### config.mk
export PLATFORM = sky130hd
export DESIGN_NAME = flash_erase_ctl
export DESIGN_NICKNAME = d
export VERILOG_FILES = /design/src/rtl/fesc_pkg.sv /design/src/rtl/fesc_blk_decode.sv /design/src/rtl/fesc_sel_reg.sv /design/src/rtl/fesc_pwr_reg.sv /design/src/rtl/flash_erase_ctl.sv
export SDC_FILE = /design/constraint.sdc
export NUM_CORES = 1
export LEC_CHECK = 0
export ABC_AREA = 1
export BUFFER_PORTS_ARGS = -buffer_cell sky130_fd_sc_hd__buf_2
export CELL_PAD_IN_SITES_DETAIL_PLACEMENT = 2
export CELL_PAD_IN_SITES_GLOBAL_PLACEMENT = 2
export CORE_MARGIN = 3
export CORE_UTILIZATION = 17
export CTS_CLUSTER_SIZE = 24
export DETAILED_ROUTE_END_ITERATION = 16
export GPL_ROUTABILITY_DRIVEN = 0
export PLACE_DENSITY_LB_ADDON = 0.08
export SLEW_MARGIN = 0
export SYNTH_ARGS = -nofsm -noshare
export SYNTH_HDL_FRONTEND = slang
export SYNTH_SLANG_ARGS = --single-unit
### constraint.sdc
create_clock -name clk_i -period 1.1 [get_ports clk_i]
set_clock_uncertainty 0.05 [all_clocks]
set_input_delay 0.22 -clock clk_i [delete_from_list [all_inputs] [get_ports clk_i]]
set_output_delay 0.22 -clock clk_i [all_outputs]
set_load 0.01 [all_outputs]
### src/rtl/fesc_pkg.sv
package fesc_pkg;
  localparam int ADDR_W_DEF     = 15;
  localparam int SMALL_LOG2_DEF = 10;
  localparam int N_SMALL_DEF    = 4;
  localparam int DATA_W_DEF     = 8;
  localparam int PDD_BIT_DEF    = 7;

  typedef enum logic {
    REG_SEL = 1'b0,
    REG_PWR = 1'b1
  } reg_tgt_e;
endpackage

### src/rtl/fesc_blk_decode.sv
module fesc_blk_decode #(
  parameter int ADDR_W     = 15,
  parameter int SMALL_LOG2 = 10,
  parameter int N_SMALL    = 4,
  localparam int N_BLK     = N_SMALL + 1,
  localparam int IDX_W     = $clog2(N_BLK),
  localparam int PAGE_W    = ADDR_W - SMALL_LOG2,
  localparam int LARGE_BASE = N_SMALL << SMALL_LOG2
) (
  input  logic [ADDR_W-1:0] addr_i,
  output logic [N_BLK-1:0]  hit_o,
  output logic [IDX_W-1:0]  idx_o
);
  // uniform small blocks at the bottom of the array
  for (genvar b = 0; b < N_SMALL; b++) begin : g_small
    assign hit_o[b] = addr_i[ADDR_W-1:SMALL_LOG2] == PAGE_W'(b);
  end

  // one large block covers the rest
  assign hit_o[N_SMALL] = addr_i >= ADDR_W'(LARGE_BASE);

  always_comb begin
    idx_o = '0;
    for (int b = 0; b < N_BLK; b++) begin
      if (hit_o[b]) idx_o = IDX_W'(b);
    end
  end
endmodule

### src/rtl/fesc_sel_reg.sv
module fesc_sel_reg #(
  parameter int N_BLK = 5
) (
  input  logic             clk_i,
  input  logic             rst_ni,
  input  logic             swe_i,
  input  logic             wr_i,
  input  logic [N_BLK-1:0] wdata_i,
  output logic [N_BLK-1:0] sel_o
);
  logic [N_BLK-1:0] sel_q;
  logic             multi;

  assign multi = $countones(wdata_i) > 1;

  always_ff @(posedge clk_i or negedge rst_ni) begin
    if (!rst_ni)      sel_q <= '0;
    else if (!swe_i)  sel_q <= '0;
    else if (wr_i)    sel_q <= multi ? '0 : wdata_i;
  end

  assign sel_o = sel_q;
endmodule

### src/rtl/fesc_pwr_reg.sv
module fesc_pwr_reg (
  input  logic clk_i,
  input  logic rst_ni,
  input  logic wr_i,
  input  logic wbit_i,
  output logic pdd_o
);
  logic pdd_q;

  always_ff @(posedge clk_i or negedge rst_ni) begin
    if (!rst_ni)   pdd_q <= 1'b0;
    else if (wr_i) pdd_q <= wbit_i;
  end

  assign pdd_o = pdd_q;
endmodule

### src/rtl/flash_erase_ctl.sv
module flash_erase_ctl
  import fesc_pkg::*;
#(
  parameter int ADDR_W     = ADDR_W_DEF,
  parameter int SMALL_LOG2 = SMALL_LOG2_DEF,
  parameter int N_SMALL    = N_SMALL_DEF,
  parameter int DATA_W     = DATA_W_DEF,
  parameter int PDD_BIT    = PDD_BIT_DEF,
  localparam int N_BLK     = N_SMALL + 1,
  localparam int IDX_W     = $clog2(N_BLK)
) (
  input  logic              clk_i,
  input  logic              rst_ni,
  input  logic              swe_i,
  input  logic              reg_we_i,
  input  logic              reg_sel_i,
  input  logic [DATA_W-1:0] reg_wdata_i,
  output logic [DATA_W-1:0] reg_rdata_o,
  input  logic              erase_req_i,
  input  logic [ADDR_W-1:0] erase_addr_i,
  output logic              erase_ok_o,
  output logic [IDX_W-1:0]  blk_idx_o,
  input  logic              subactive_i,
  output logic              flash_pd_o
);
  reg_tgt_e         tgt;
  logic             wr_sel, wr_pwr;
  logic [N_BLK-1:0] sel_q;
  logic [N_BLK-1:0] hit;
  logic             pdd_q;

  assign tgt    = reg_tgt_e'(reg_sel_i);
  assign wr_sel = reg_we_i && (tgt == REG_SEL);
  assign wr_pwr = reg_we_i && (tgt == REG_PWR);

  fesc_sel_reg #(.N_BLK(N_BLK)) u_sel (
    .clk_i   (clk_i),
    .rst_ni  (rst_ni),
    .swe_i   (swe_i),
    .wr_i    (wr_sel),
    .wdata_i (reg_wdata_i[N_BLK-1:0]),
    .sel_o   (sel_q)
  );

  fesc_pwr_reg u_pwr (
    .clk_i  (clk_i),
    .rst_ni (rst_ni),
    .wr_i   (wr_pwr),
    .wbit_i (reg_wdata_i[PDD_BIT]),
    .pdd_o  (pdd_q)
  );

  fesc_blk_decode #(
    .ADDR_W     (ADDR_W),
    .SMALL_LOG2 (SMALL_LOG2),
    .N_SMALL    (N_SMALL)
  ) u_dec (
    .addr_i (erase_addr_i),
    .hit_o  (hit),
    .idx_o  (blk_idx_o)
  );

  // read masks the select value at once when swe drops
  always_comb begin
    reg_rdata_o = '0;
    if (tgt == REG_SEL) reg_rdata_o[N_BLK-1:0] = sel_q & {N_BLK{swe_i}};
    else                reg_rdata_o[PDD_BIT]   = pdd_q;
  end

  assign erase_ok_o = erase_req_i && swe_i && |(sel_q & hit);
  assign flash_pd_o = subactive_i && !pdd_q;
endmodule

# ---- Word level (Yosys, flattened, before mapping)
# Index checks and enable logic that the tools add are counted.
dict set report word_totals {
  ff_bits 6
  input_bits 30
  output_inout_bits 13
  elab_cells 32
}
dict set report classes {
  add_sub_neg 4
  order_cmp 2
  eq_ne 4
  muxes 9
  bitwise 3
  reduce_logical 8
}
# cell count
set ops {}
lappend ops {{32-bit by 1-bit adder with 32-bit output} 1}
lappend ops {{32-bit adder} 1}
lappend ops {{32-bit by 2-bit > comparator with 1-bit output (second input constant)} 1}
lappend ops {{5-bit two-way mux} 4}
lappend ops {{15-bit by 13-bit greater-or-equal comparator with 1-bit output (second input constant)} 1}
lappend ops {{5-bit AND} 2}
lappend ops {{5-bit by 2-bit equality test with 1-bit output (second input constant)} 2}
lappend ops {{5-bit by 1-bit equality test with 1-bit output (second input constant)} 1}
lappend ops {{1-bit logical AND} 5}
lappend ops {{5-bit zero test} 1}
lappend ops {{5-bit OR reduction} 1}
lappend ops {{1-bit by 1-bit adder with 2-bit output} 2}
lappend ops {{2-bit two-way mux} 2}
lappend ops {{3-bit two-way mux} 1}
lappend ops {{1-bit two-way mux} 2}
lappend ops {{2-bit by 1-bit != test with 1-bit output (second input constant)} 1}
lappend ops {{1-bit zero test} 1}
lappend ops {{1-bit NOT} 1}

# ---- Depth between registers and ports, before layout
# Gate-level depths: netlist of the first run.
dict set report logic_depth {
  depth_word 7
  ltp_mapped 7
  mapped_depth_nobuf 7
}

# ---- Hierarchy
# From an unflattened synthesis of the first run, not the netlist that was laid out.
dict set report unflattened {
  cells_unflattened 93
  area_unflattened_um2 563.0
}
# module n_inst cells_per_inst area_per_inst_um2
set by_module_without_submodules {}
lappend by_module_without_submodules {fesc_sel_reg 1 34 295.3}
lappend by_module_without_submodules {flash_erase_ctl 1 32 130.1}
lappend by_module_without_submodules {fesc_blk_decode 1 22 97.6}
lappend by_module_without_submodules {fesc_pwr_reg 1 5 40.0}

# ---- Worst setup path after synthesis of the first run
# OpenSTA, ideal clock, no wires.
dict set report synth_timing {
  kind {in2reg}
  start {input reg_wdata_i[2]}
  end {register u_sel.sel_q[0], in the netlist u_sel.sel_o[0]}
  setup_time_ns 0.076
  arrival_ns 1.799
  path_slack_ns -0.825
  cell_stages 7
  path_buffers 0
  path_cell_list {ha_1 > ha_1 > a21o_1 > fa_1 > nor3_4 > nand3_1 > o21ai_1}
}
dict set report synth_between {
  elab_chain_cells 7
}
# element line_no
set synth_lines {}
lappend synth_lines {{start, declared} flash_erase_ctl.sv:17} ;# input logic [DATA_W-1:0] reg_wdata_i,
lappend synth_lines {{1-bit by 1-bit adder with 2-bit output (not written as such)} fesc_sel_reg.sv:14} ;# assign multi = $countones(wdata_i) > 1;
lappend synth_lines {{32-bit adder (not written as such)} fesc_sel_reg.sv:14}
lappend synth_lines {{32-bit by 1-bit adder with 32-bit output (not written as such)} fesc_sel_reg.sv:14}
lappend synth_lines {{32-bit by 2-bit > comparator with 1-bit output} fesc_sel_reg.sv:14}
lappend synth_lines {{5-bit two-way mux (2 in a row)} fesc_sel_reg.sv:19} ;# else if (wr_i) sel_q <= multi ? '0 : wdata_i;
lappend synth_lines {{5-bit two-way mux} fesc_sel_reg.sv:18} ;# else if (!swe_i) sel_q <= '0;
lappend synth_lines {{end signal, assigned} fesc_sel_reg.sv:19}
lappend synth_lines {{end, declared} fesc_sel_reg.sv:11} ;# logic [N_BLK-1:0] sel_q;
# Every way passes these cells. The select of a mux whose other input is x is not followed.
# A chain may end at the register's enable or synchronous reset.

# ---- Worst setup path after layout of the first run
dict set report layout_timing {
  start {input reg_wdata_i[3]}
  end {register u_sel.sel_q[0], in the netlist u_sel.sel_o[0]}
}
# Same word-level chain as after synthesis.

==> results of run 1 <==
cells in the final DEF (no fill, tap or decap), types with 5 or more instances in the layout:
cell and count:
sky130_fd_sc_hd__buf_2 20, sky130_fd_sc_hd__buf_4 11, sky130_fd_sc_hd__buf_6 12, sky130_fd_sc_hd__dfrtp_1 6, sky130_fd_sc_hd__inv_1 10, sky130_fd_sc_hd__inv_2 5
sky130_fd_sc_hd__nand2_1 9, sky130_fd_sc_hd__nor2_1 6, sky130_fd_sc_hd__o21ai_1 5
sequential cells by signal, summed over array words and instances (netlist names):
| register | cells |
|---|---|
| u_sel.sel_o | 5 |
| u_pwr.pdd_o | 1 |
per-layer routing:
layer / up-vias / part of all wire, % / GRT usage, % / routed length (um)
met2: 16 / 54 / 18.32 / 896
met5: - / 0 / 0 / 0
met4: 0 / 0 / 4.644 / 0
met3: 0 / 4.2 / 0 / 70
met1: 278 / 42 / 11.37 / 691
li1: 308 / - / - / -
how the worst max path moves through the flow:
stage,slack (ns),from,endpoint
2_1_floorplan,-0.70,reg_wdata_i[0],u_sel.sel_o[0]
3_3_place_gp,-0.94,reg_wdata_i[0],u_sel.sel_o[0]
3_5_place_dp,-0.97,reg_wdata_i[0],u_sel.sel_o[0]
4_1_cts,-0.73,reg_wdata_i[3],u_sel.sel_o[1]
5_1_grt,-0.74,reg_wdata_i[3],u_sel.sel_o[0]
6_report,-0.64,reg_wdata_i[3],u_sel.sel_o[0]
where the power goes:
| group | leakage [nW] | total, mW | switching [mW] | internal, mW |
|---|---|---|---|---|
| logic | 0.404 | 0.349 | 0.164 | 0.185 |
| clock network | 0.0138 | 0.199 | 0.0761 | 0.123 |
| registers | 0.0789 | 0.261 | 0.0157 | 0.245 |
logic make-up after synthesis:
family | after synthesis
adder cells (fa/ha/maj) | 4
AO/OA/AOI/OAI | 11
flip-flops | 6
other | 1
buffers and inverters | 18
AND/OR/NAND/NOR | 30
layout make-up:
cell class                 instances  area, um2  area share (%)
multi-input combinational         47      354.1           37.04
timing repair buffer              44      327.8           34.29
sequential                         6      150.1           15.71
inverter                          16      62.56           6.545
tap                               31      38.79           4.058
clock buffer                       3      22.52           2.356
timing repair:
item / CTS / global route
endpoints found under the hold margin: 6 / 0
gates resized for setup: 23 / 8
buffers inserted: 2 / 6
setup endpoints to repair: 16 / 15
hold buffers: 1 / 0
pin swaps: 17 / 7
==> metrics.log, run 1 <==
[metrics] result of the run: finished, violations left
[metrics] failing checks: setup timing
[metrics] Horiz. Die Dim: 60.73 um
[metrics] Post-synth ARST share: 100.0%
[metrics] area inside the core boundary: 2805 um2
[metrics] mux contribution to synthesized area: 0%
[metrics] arrival time of data at the critical path endpoint: 1.85 ns
[metrics] clock sink count: 6
[metrics] share of the clock period used by the worst path: 158.2%
[metrics] global-route wire length before repair: 2684 um
[metrics] number of maximum-capacitance constraint violations: 0
[metrics] number of cells on the critical path: 8
[metrics] unrepaired setup endpoints after global routing: true
[metrics] final cell count without fillers: 147
[metrics] leakage power total: 0.4962 nW
[metrics] highest clock rate: 0.5746 GHz
[metrics] detailed placement HPWL: 1412 um
[metrics] endpoint of the worst hold-timing path: u_pwr.pdd_o
[metrics] overall power of the completed layout: 0.8087 mW
[metrics] clock buffer count from CTS: 3
[metrics] drt drc: 0
[metrics] worst min-delay path category: input port to flop
[metrics] via count normalized by instance count: 4.095
[metrics] largest fanout on the critical path: 5
[metrics] area share of xor/xnor cells in the synthesized design: 0%
[metrics] max incr delay on CP: 0.47 ns
[metrics] filler cell count: 331
[metrics] Detailed Routing Iterations Pass 1: 2
[metrics] Ys Warns: 0
[metrics] min setup slack post-route: -0.6403 ns
[metrics] min Tclk post-route: 1.740 ns
[metrics] number of nets in the finished design: 152
[metrics] CP Class: input port to flop
[metrics] number of storage elements in the synthesis netlist: 6
[metrics] adder and majority gate portion of the synthesized area: 11.30%
[metrics] final hold vios: 0
[metrics] highest ir drop seen on vdd: 0.3138 mV
[metrics] Worst Setup End Kind: flop
[metrics] average wire per standard cell: 11.27 um
[metrics] register clock-pin slew on the reported worst setup and hold paths: 0.04 ns
[metrics] DRT Wirelength: 1657 um
[metrics] Area contributors post-synth: sky130_fd_sc_hd__dfrtp_1 (29%), sky130_fd_sc_hd__inv_1 (11%), sky130_fd_sc_hd__ha_1 (7.4%)
[metrics] cell taking the most area after synthesis: sky130_fd_sc_hd__dfrtp_1
[metrics] count of final setup violators: 14
[metrics] R2R setup slack: 0.22 ns
[metrics] commonest cells in the synthesized netlist: sky130_fd_sc_hd__inv_1 (15), sky130_fd_sc_hd__nand2_1 (10), sky130_fd_sc_hd__nor2_1 (7), sky130_fd_sc_hd__dfrtp_1 (6), sky130_fd_sc_hd__nand3_1 (6)
[metrics] vias in the first global route: 646
[metrics] worst flop-to-flop path startpoint: u_pwr.pdd_o
[metrics] Sum Neg Setup Slack: -3.839 ns
[metrics] number of diodes: 0
[metrics] placed standard-cell area: 797.0 um2
[metrics] Final ANT Viol Nets: 0
[metrics] slowest library cell on the worst path: sky130_fd_sc_hd__fa_1
[metrics] cell repeated most along the worst path: sky130_fd_sc_hd__ha_4
[metrics] pin count of the biggest net entering global routing: 11
[metrics] crit path cell chain: buf_6, ha_4, ha_4, a21o_1, fa_1, nor3_4, nand3_1, o21ai_1
[metrics] number of instances in the synthesized netlist: 70
[metrics] Required @ worst endpoint: 1.21 ns
[metrics] Port Buf Inserts: 28
[metrics] synth-to-layout area growth: 87.72%
[metrics] global route overflow: 0
[metrics] Worst R2R End: u_pwr.pdd_o
[metrics] Clock Tree Root: sky130_fd_sc_hd__clkbuf_4
[metrics] post-synthesis compound-gate area fraction: 14.25%
[metrics] initial DRC count: 4
[metrics] global router's overall resource usage: 9.729%
[metrics] level count of the clock H-tree: 1
[metrics] critical path buffer and inverter count: 1
[metrics] number of buffers on the longest clock path: 2
[metrics] CTS tree: built
[metrics] height of the die: 60.73 um
[metrics] P per Cell Area: 846.0 nW/um2
[metrics] Syn Std Cell Area: 509.2 um2
[metrics] count of cells along the worst hold path: 2
[metrics] combinational family with the most area after synthesis: simple AND/OR/NAND/NOR gates
[metrics] worst hold slack across all endpoints: 0.1568 ns
[metrics] fraction of layout instances using a drive strength above 1: 58.62%
[metrics] count of pins on the block boundary: 43
[metrics] basic-gate share of the synthesized area counting and, or, nand and nor cells: 29.48%
[metrics] antenna violations before repair: 0
[metrics] die outline area: 3688 um2
[metrics] top-area cell type share of the netlist area: 29.48%
[metrics] Post-Syn Area per Cell: 7.275 um2
[metrics] Initial Utilization: 18.15%
[metrics] flip-flop cell with the highest count after synthesis: sky130_fd_sc_hd__dfrtp_1
[metrics] pre-CTS setup slack: -0.9702 ns
[metrics] min-delay src: reg_we_i
[metrics] total via count in the routed design: 602
[metrics] final number of max-transition violations: 0
[metrics] most common cell in the netlist: sky130_fd_sc_hd__inv_1
[metrics] Rows: 19
[metrics] insertion delay to the later sink of the worst-skew pair: 0.24 ns
[metrics] largest delay contributor family on the critical path: adder cells
[metrics] cell depth of the worst flop-to-flop path: 3
[metrics] DP Cell Count: 139
[metrics] EDFF count, synth: 0
[metrics] sequential cell area fraction in the yosys report: 29.48%
[metrics] CP Launch Type: input port
[metrics] Final Cell Area: 955.9 um2
[metrics] Final Util: 34.08%
[metrics] post-synth cell types: 20
No activity file was read; power rests on OpenSTA's default activity.
==> run 2, diff against run 1 <==
==> constraint.sdc (replaced) <==
create_clock -name clk_i -period 1.1 [get_ports clk_i]
set_clock_uncertainty 0.05 [all_clocks]
set_input_delay 0.055 -clock clk_i [delete_from_list [all_inputs] [get_ports clk_i]]
set_output_delay 0.055 -clock clk_i [all_outputs]
set_load 0.01 [all_outputs]
==> run 2 against run 1 <==
Compared with the run above: the flow still finishes with violations (setup timing); routed wire length is 5.9% lower; cell count is 4.1% lower; register-to-register slack better by 0.10 ns; worst setup slack better by 0.14 ns; clock power is 3% lower; die area stayed put; maximum frequency is 8.7% higher; hold slack worse by 0.13 ns; power is 7.2% lower; global-route usage is 0.35 points lower; sequential power hardly changed; sequential share of layout area is 1.7 points higher; highest routed layer is now met4.
==> metrics.log, run 2 (synthesis results as in run 1) <==
[metrics] result of the run: finished, violations left
[metrics] failing checks: setup timing
[metrics] number of nets in the finished design: 146 (-3.9%)
[metrics] share of the clock period used by the worst path: 145.6% (-13 points)
[metrics] DRT Wirelength: 1559 um (-5.9%)
[metrics] largest delay contributor family on the critical path: adder cells
[metrics] pre-CTS setup slack: -0.8101 ns (+0.1601 ns)
[metrics] leakage power total: 0.4555 nW (-8.2%)
[metrics] Initial Utilization: 18.15% (unchanged)
[metrics] register clock-pin slew on the reported worst setup and hold paths: 0.04 ns (about the same)
[metrics] clock buffer count from CTS: 3 (unchanged)
[metrics] count of final setup violators: 6 (-8)
[metrics] vias in the first global route: 627 (-2.9%)
[metrics] critical path buffer and inverter count: 1 (unchanged)
[metrics] unrepaired setup endpoints after global routing: true
[metrics] die outline area: 3688 um2 (unchanged)
[metrics] insertion delay to the later sink of the worst-skew pair: 0.24 ns (about the same)
[metrics] CP Class: input port to flop
[metrics] Port Buf Inserts: 28 (unchanged)
[metrics] antenna violations before repair: 0 (unchanged)
[metrics] CTS tree: built
[metrics] flip-flop count of the largest register, all copies and words added: 5 (unchanged)
[metrics] via count normalized by instance count: 4.057 (-0.94%)
[metrics] Horiz. Die Dim: 60.73 um (unchanged)
[metrics] CP Launch Type: input port
[metrics] final hold vios: 0 (unchanged)
[metrics] Clock Tree Root: sky130_fd_sc_hd__clkbuf_4
[metrics] Rows: 19 (unchanged)
[metrics] initial DRC count: 3 (-1)
[metrics] P per Cell Area: 868.3 nW/um2 (+2.6%)
[metrics] worst min-delay path category: input port to flop
[metrics] level count of the clock H-tree: 1 (unchanged)
[metrics] Final Cell Area: 864.6 um2 (-9.6%)
[metrics] global-route wire length before repair: 2546 um (-5.1%)
[metrics] Final ANT Viol Nets: 0 (unchanged)
[metrics] filler cell count: 353 (+6.6%)
[metrics] number of diodes: 0 (unchanged)
[metrics] count of pins on the block boundary: 43 (unchanged)
[metrics] area inside the core boundary: 2805 um2 (unchanged)
[metrics] arrival time of data at the critical path endpoint: 1.71 ns (-0.14 ns)
[metrics] most common library cell in the layout ignoring fill and taps: sky130_fd_sc_hd__buf_2
[metrics] clock sink count: 6 (unchanged)
[metrics] placed standard-cell area: 759.5 um2 (-4.7%)
[metrics] drt drc: 0 (unchanged)
[metrics] slowest library cell on the worst path: sky130_fd_sc_hd__fa_1
[metrics] min setup slack post-route: -0.5012 ns (+0.1391 ns)
[metrics] highest clock rate: 0.6245 GHz (+8.7%)
[metrics] cell repeated most along the worst path: sky130_fd_sc_hd__ha_4
[metrics] detailed placement HPWL: 1370 um (-3.0%)
[metrics] global route overflow: 0 (unchanged)
[metrics] average wire per standard cell: 11.06 um (-1.9%)
[metrics] min Tclk post-route: 1.601 ns (-0.1391 ns)
[metrics] largest fanout on the critical path: 5 (unchanged)
[metrics] max incr delay on CP: 0.50 ns (+0.03 ns)
[metrics] number of maximum-capacitance constraint violations: 0 (unchanged)
[metrics] Worst Setup End Kind: flop
[metrics] final number of max-transition violations: 0 (unchanged)
[metrics] synth-to-layout area growth: 69.78%
[metrics] Required @ worst endpoint: 1.21 ns (about the same)
[metrics] fraction of layout instances using a drive strength above 1: 48.18% (-10 points)
[metrics] height of the die: 60.73 um (unchanged)
[metrics] Detailed Routing Iterations Pass 1: 2 (unchanged)
[metrics] highest ir drop seen on vdd: 0.3226 mV (+2.8%)
[metrics] pin count of the biggest net entering global routing: 11 (unchanged)
[metrics] total via count in the routed design: 572 (-5.0%)
[metrics] number of buffers on the longest clock path: 2 (unchanged)
[metrics] commonest cells after routing, fill and taps aside: sky130_fd_sc_hd__buf_2 (23), sky130_fd_sc_hd__inv_1 (14), sky130_fd_sc_hd__nand2_1 (10)
[metrics] global router's overall resource usage: 9.376% (-0.35 points)
[metrics] crit path cell chain: buf_8, ha_4, ha_4, a21o_1, fa_1, nor3_4, nand3_1, o21ai_1
-- run 2: routing by layer --
layer | global-route usage, % | vias to the layer above | part of all wire, %
li1 | - | 295 | -
met1 | 10.58 | 257 | 40
met2 | 16.79 | 18 | 54
met3 | 0.4255 | 2 | 5.4
met4 | 6.502 | 0 | 0.90
met5 | 0 | - | 0
-- run 2: per-stage QoR --
step                util (%)  hold slack, ns  total power, mW  TNS [ns]  instances
floorplan                  -         -0.2906           0.4165    -2.621         71
global placement       27.07         -0.1637           0.5268    -3.700        134
detailed placement     27.07         -0.1638           0.5364    -3.961        134
CTS                    29.88         0.01696           0.7596    -2.693        140
global route           30.82         0.01890           0.8237    -3.031        141
finish                 30.82         0.02291           0.7507    -2.542        141
-- run 2: worst register-to-register path: stages (launching register included) --
cell,delay [ns]
sky130_fd_sc_hd__dfrtp_1,0.37
sky130_fd_sc_hd__inv_2,0.07
sky130_fd_sc_hd__buf_6,0.11
sky130_fd_sc_hd__o21ai_1,0.06
-- run 2: what timing repair did --
| item | CTS | global route |
|---|---|---|
| pin swaps | 3 | 4 |
| setup buffers | 1 | 1 |
| endpoints found under the hold margin | 7 | 0 |
| endpoints found under the setup margin | 6 | 8 |
| hold buffers | 2 | 0 |
| gates resized for setup | 8 | 5 |
-- run 2: area by class of cell --
class | instances | area, um2 | area share, %
Sequential cell | 6 | 150.1 | 17.37
Clock buffer | 3 | 22.52 | 2.605
Multi-Input combinational cell | 47 | 334.1 | 38.64
Inverter | 16 | 60.06 | 6.946
Timing Repair Buffer | 38 | 259.0 | 29.96
Tap cell | 31 | 38.79 | 4.486
-- run 2: final timing paths --
kind	endpoint	cells after the start	slack, ns	start
setup / recovery	u_sel.sel_o[2]	8	-0.50	reg_wdata_i[0]
hold / removal	u_pwr.pdd_o	3	0.02	reg_wdata_i[7]
setup reg to reg	u_sel.sel_o[0]	3	0.32	u_sel.sel_o[0]
hold reg to reg	u_sel.sel_o[4]	2	0.51	u_sel.sel_o[4]
max in group asynchronous	u_sel.sel_o[0]	2	0.73	rst_ni
min in group asynchronous	u_sel.sel_o[1]	2	0.12	rst_ni
-- run 2: power by group --
group,total (mW),leakage (nW),internal [mW],switching (mW)
Combinational,0.299,0.363,0.149,0.150
Clock,0.194,0.0138,0.123,0.0715
Sequential,0.258,0.0789,0.245,0.0131
Total,0.751,0.456,0.516,0.235
